==> src/rtl/nibble_rot_unit.sv <==
module nibble_rot_unit #(
  parameter int AW        = 16,
  parameter int OP_CYCLES = 18
) (
  input  logic          clk,
  input  logic          rst_n,
  input  logic          start,
  input  logic          dir_left,
  input  logic [7:0]    acc_in,
  input  logic [7:0]    flags_in,
  input  logic [AW-1:0] addr_in,
  output logic [AW-1:0] mem_addr,
  output logic          mem_rd,
  input  logic [7:0]    mem_rdata,
  output logic          mem_wr,
  output logic [7:0]    mem_wdata,
  output logic [7:0]    acc_out,
  output logic [7:0]    flags_out,
  output logic          done,
  output logic          busy
);
  localparam int CW = $clog2(OP_CYCLES + 1);

  typedef enum logic [2:0] {S_IDLE, S_READ, S_CAPT, S_WRITE, S_WAIT, S_DONE} st_t;

  st_t           st;
  logic [CW-1:0] cnt;
  logic          dir_q;
  logic          cy_q;
  logic [7:0]    acc_q;
  logic [7:0]    mem_q;
  logic [AW-1:0] addr_q;
  logic [7:0]    new_acc;

  assign new_acc   = {acc_q[7:4], dir_q ? mem_q[7:4] : mem_q[3:0]};
  assign mem_wdata = dir_q ? {mem_q[3:0], acc_q[3:0]} : {acc_q[3:0], mem_q[7:4]};
  assign mem_addr  = addr_q;
  assign mem_rd    = (st == S_READ);
  assign mem_wr    = (st == S_WRITE);
  assign done      = (st == S_DONE);
  assign busy      = (st != S_IDLE);

  always_ff @(posedge clk) begin
    if (!rst_n) begin
      st        <= S_IDLE;
      cnt       <= '0;
      dir_q     <= 1'b0;
      cy_q      <= 1'b0;
      acc_q     <= '0;
      mem_q     <= '0;
      addr_q    <= '0;
      acc_out   <= '0;
      flags_out <= '0;
    end else begin
      if (st != S_IDLE) cnt <= cnt + 1'b1;
      case (st)
        S_IDLE: if (start) begin
          st     <= S_READ;
          cnt    <= CW'(1);
          dir_q  <= dir_left;
          cy_q   <= flags_in[0];
          acc_q  <= acc_in;
          addr_q <= addr_in;
        end
        S_READ:  st <= S_CAPT;
        S_CAPT: begin
          mem_q <= mem_rdata;
          st    <= S_WRITE;
        end
        S_WRITE: begin
          acc_out   <= new_acc;
          flags_out <= {new_acc[7], new_acc == 8'h00, new_acc[5], 1'b0,
                        new_acc[3], ~^new_acc, 1'b0, cy_q};
          st        <= S_WAIT;
        end
        S_WAIT:  if (cnt == CW'(OP_CYCLES - 1)) st <= S_DONE;
        default: st <= S_IDLE;
      endcase
    end
  end
endmodule

==> config.mk <==
export PLATFORM = sky130hd
export DESIGN_NAME = nibble_rot_unit
export DESIGN_NICKNAME = d
export VERILOG_FILES = /design/src/rtl/nibble_rot_unit.sv
export SDC_FILE = /design/constraint.sdc
export NUM_CORES = 1
export LEC_CHECK = 0
export ABC_AREA = 1
export CAP_MARGIN = 15
export CORE_ASPECT_RATIO = 0.6
export CORE_MARGIN = 5
export CORE_UTILIZATION = 30
export DETAILED_ROUTE_END_ITERATION = 7
export DONT_BUFFER_PORTS = 1
export GPL_TIMING_DRIVEN = 0
export PLACE_DENSITY_LB_ADDON = 0.12
export SETUP_SLACK_MARGIN = 0.05
export SYNTH_ARGS = -nofsm -noshare
export SYNTH_HDL_FRONTEND = slang
export SYNTH_SLANG_ARGS = --single-unit
export TNS_END_PERCENT = 20
==> constraint.sdc <==
create_clock -name clk -period 5.48 [get_ports clk]
set_clock_uncertainty 0.15 [all_clocks]
set_input_delay 1.096 -clock clk [delete_from_list [all_inputs] [get_ports clk]]
set_output_delay 1.096 -clock clk [all_outputs]
set_load 0.01 [all_outputs]
==> flow_summary.ini <==
[synth]
yosys.area_share.adder_pct = 3.03
netlist_instances = 326
synthXorXnorAreaFrac_pct = 0
synth_compound_area_share_pct = 15.3
synthSimpleGateAreaFrac_pct = 27.2
synth_top_area_cell = dfxtp_1
syn-cell-area_um2 = 2470
yosysUniqueCellTypes = 27
synth_seq_area_share_pct = 42.9
synth_seq_cells = 53
synth_top_family_by_area = simple AND/OR/NAND/NOR gates
synth_area_leaders = dfxtp_1, nand2_1, a21oi_1
synth_top_area_share_pct = 42.9
ys_warn_count = 0
synth_mux_area_share_pct = 0
avgSynthCellArea_um2 = 7.59

[clock_network]
clk_pin_slew_ns = 0.07
cts_tree = built
post_cts_buffers = 0
clkSinkCount = 53
cts_resized = 0
cts.path.max_buffers = 2
clk_latency_ns = 0.30
cts-root-buf = clkbuf_16
cts_hold_buf = 0
cts_buffers = 5
htree_levels = 2

[setup_path]
r2r_slack_ns = 3.23
crit_slowest_cell = dfxtp_1
worstSetupPathType = reg2out
crit_path_end_kind = output port
worst-path-max-fanout = 10
r2r-end = flags_out[2]$_SDFFE_PN0P_
r2r_cells = 12
critical_path_required_ns = 4.23
cp_slowest_stage_delay_ns = 0.45
arrival_ns = 1.42
startpoint_type = register
rr_startpoint = dir_q$_SDFFE_PN0P_
crit_path_cell_trace = clkbuf_1 -> nand2_1 -> o21ai_0

[power_and_ir_drop]
combinationalPowerShare_pct = 21.3
switching_share_pct = 31.2
powerDensity_nw_per_um2 = 355
netSwitchingPower_uw = 306
peakVddDrop_uv = 150
power.total_uw = 980
leakage_nw = 1.07
internal-power_uw = 674
seq_power_share_pct = 45.8
p_clk_share_pct = 32.8

[floorplan]
ios = 88
die_h_um = 80.4
core_area_um2 = 7950
die_area_um2 = 10200
die_width_um = 127
num_rows = 25
initial_core_util_pct = 31.1

[global_route]
antenna_found_initial = 0
grt_max_degree = 15
grt_pass1_vias = 2035
grt_pass1_wl_um = 11100
grt-ovfl-total = 0
track_usage_pct = 14.2

[final_layout]
final_common_cell = nand2_1
regArea_um2 = 1060
syn_to_final_growth_pct = 11.4
mostFrequentLayoutCells = nand2_1, dfxtp_1, a21oi_1
fillerInstances = 857
multi_input_area_um2 = 1130
num_antenna_cells = 0
stdcell_count = 442
nNetsFinal = 384
drive_gt1_share_pct = 14.7

[job]
maxCapViolCount = 0

[timing]
setup_viol = 0
fin_crit_sh_pct = 48.6
holdWs_ns = 0.312
max_freq_mhz = 376
setup_slack_ns = 2.82
slew_violations = 0
worstMarginPinSlew_ns = 0.613
hold_viol = 0
relSlewSlack_pct = 59.1
period_needed_ns = 2.66
tns_ns = 0
rsz0062_at_grt = false

[worst_hold_path]
hold_depth = 2
hp-start = acc_q[6]$_SDFFE_PN0P_
min_to = acc_q[6]$_SDFFE_PN0P_
min-delay-path-class = reg2reg

[placed_design]
io_buffer_count = 0
dpl_worst_slack_ns = 3.00
dp.cells = 435
dp_hpwl_um = 5240
gp_congestion = 0.783

[routing]
drt-vias-per-instance = 4.68
drt_wl_total_um = 6880
drt_first_pass_iters = 4
drc = 0
ant_nets = 0
wl_per_cell_um = 15.6
vias = 2069
drt_iter0_drc = 114

[outcome]
outcome = completed
kinds of logic (layout without fill, tap and decap cells):
| logic type | Yosys count | after routing |
|---|---|---|
| adders and majority gates | 6 | 6 |
| DFF | 53 | 53 |
| and+or+nand+nor | 144 | 144 |
| other | 1 | 2 |
| buffers and inverters | 54 | 61 |
| AOI/OAI and AO/OA | 68 | 68 |
synthesized netlist by cell type, drive strengths merged:
library cell,instances
dfxtp,53
conb,1
ha,6
nor2,22
o21ai,24
nand3,32
a21oi,44
nand2,84
clkinv,1
inv,31
clkbuf,5
nand4,2
nor3,3
nand3b,1
buf,17
how the worst max path moves through the flow:
stage | start | endpoint | slack (ns) | cells past startpoint
after detailed placement | rst_n | acc_out[1]$_SDFFE_PN0P_ | 3.00 | 4
after global routing | dir_q$_SDFFE_PN0P_ | mem_wdata[0] | 2.68 | 3
final | dir_q$_SDFFE_PN0P_ | mem_wdata[0] | 2.82 | 3
after CTS | dir_q$_SDFFE_PN0P_ | mem_wdata[0] | 2.84 | 3
after floorplan | st[1]$_SDFFE_PN0P_ | mem_wr | 3.40 | 3
after global placement | rst_n | acc_out[1]$_SDFFE_PN0P_ | 2.99 | 4
stage by stage:
| step | utilization (%) | instance area [um2] |
|---|---|---|
| 2_1_floorplan | - | 2480 |
| 3_3_place_gp | 32.9 | 2610 |
| 3_5_place_dp | 32.9 | 2610 |
| 4_1_cts | 34.7 | 2760 |
| 5_1_grt | 34.7 | 2760 |
| 6_report | 34.7 | 2760 |
per-layer routing:
| layer | vias to the layer above | track usage, % | part of all wire (%) |
|---|---|---|---|
| met5 | - | 0 | 0 |
| met3 | 8 | 5.18 | 8.1 |
| li1 | 1062 | - | - |
| met1 | 937 | 20.6 | 54 |
| met2 | 62 | 19.3 | 37 |
| met4 | 0 | 3.85 | 1.1 |
registers in the layout (all words and copies together), names as in the netlist:
signal and flops:
cnt 5, cy_q 1, mem_q 8, mem_addr 16, flags_out 3, acc_out 8, st 3, acc_q 8
dir_q 1
layout make-up:
cell class	instances	area share, %
Clock buffer	7	5.17
Buffer	22	5.86
Inverter	32	4.45
Multi-Input combinational cell	220	41.1
Sequential cell	53	38.5
Tap cell	108	4.90
critical path, delay by kind of cell, from the launching register on:
| family | cells | cell delay, ns |
|---|---|---|
| AO/OA/AOI/OAI | 1 | 0.21 |
| buffers and inverters | 1 | 0.36 |
| flip-flops | 1 | 0.45 |
| AND/OR/NAND/NOR | 1 | 0.10 |
power groups by stage:
stage	registers, mW	clock network (mW)	logic (mW)
after floorplan	0.450	0	0.165
after global placement	0.458	0	0.208
after detailed placement	0.458	0	0.211
after CTS	0.449	0.331	0.211
after global routing	0.454	0.347	0.238
final	0.449	0.322	0.209
(Power assumes the default switching activity.)
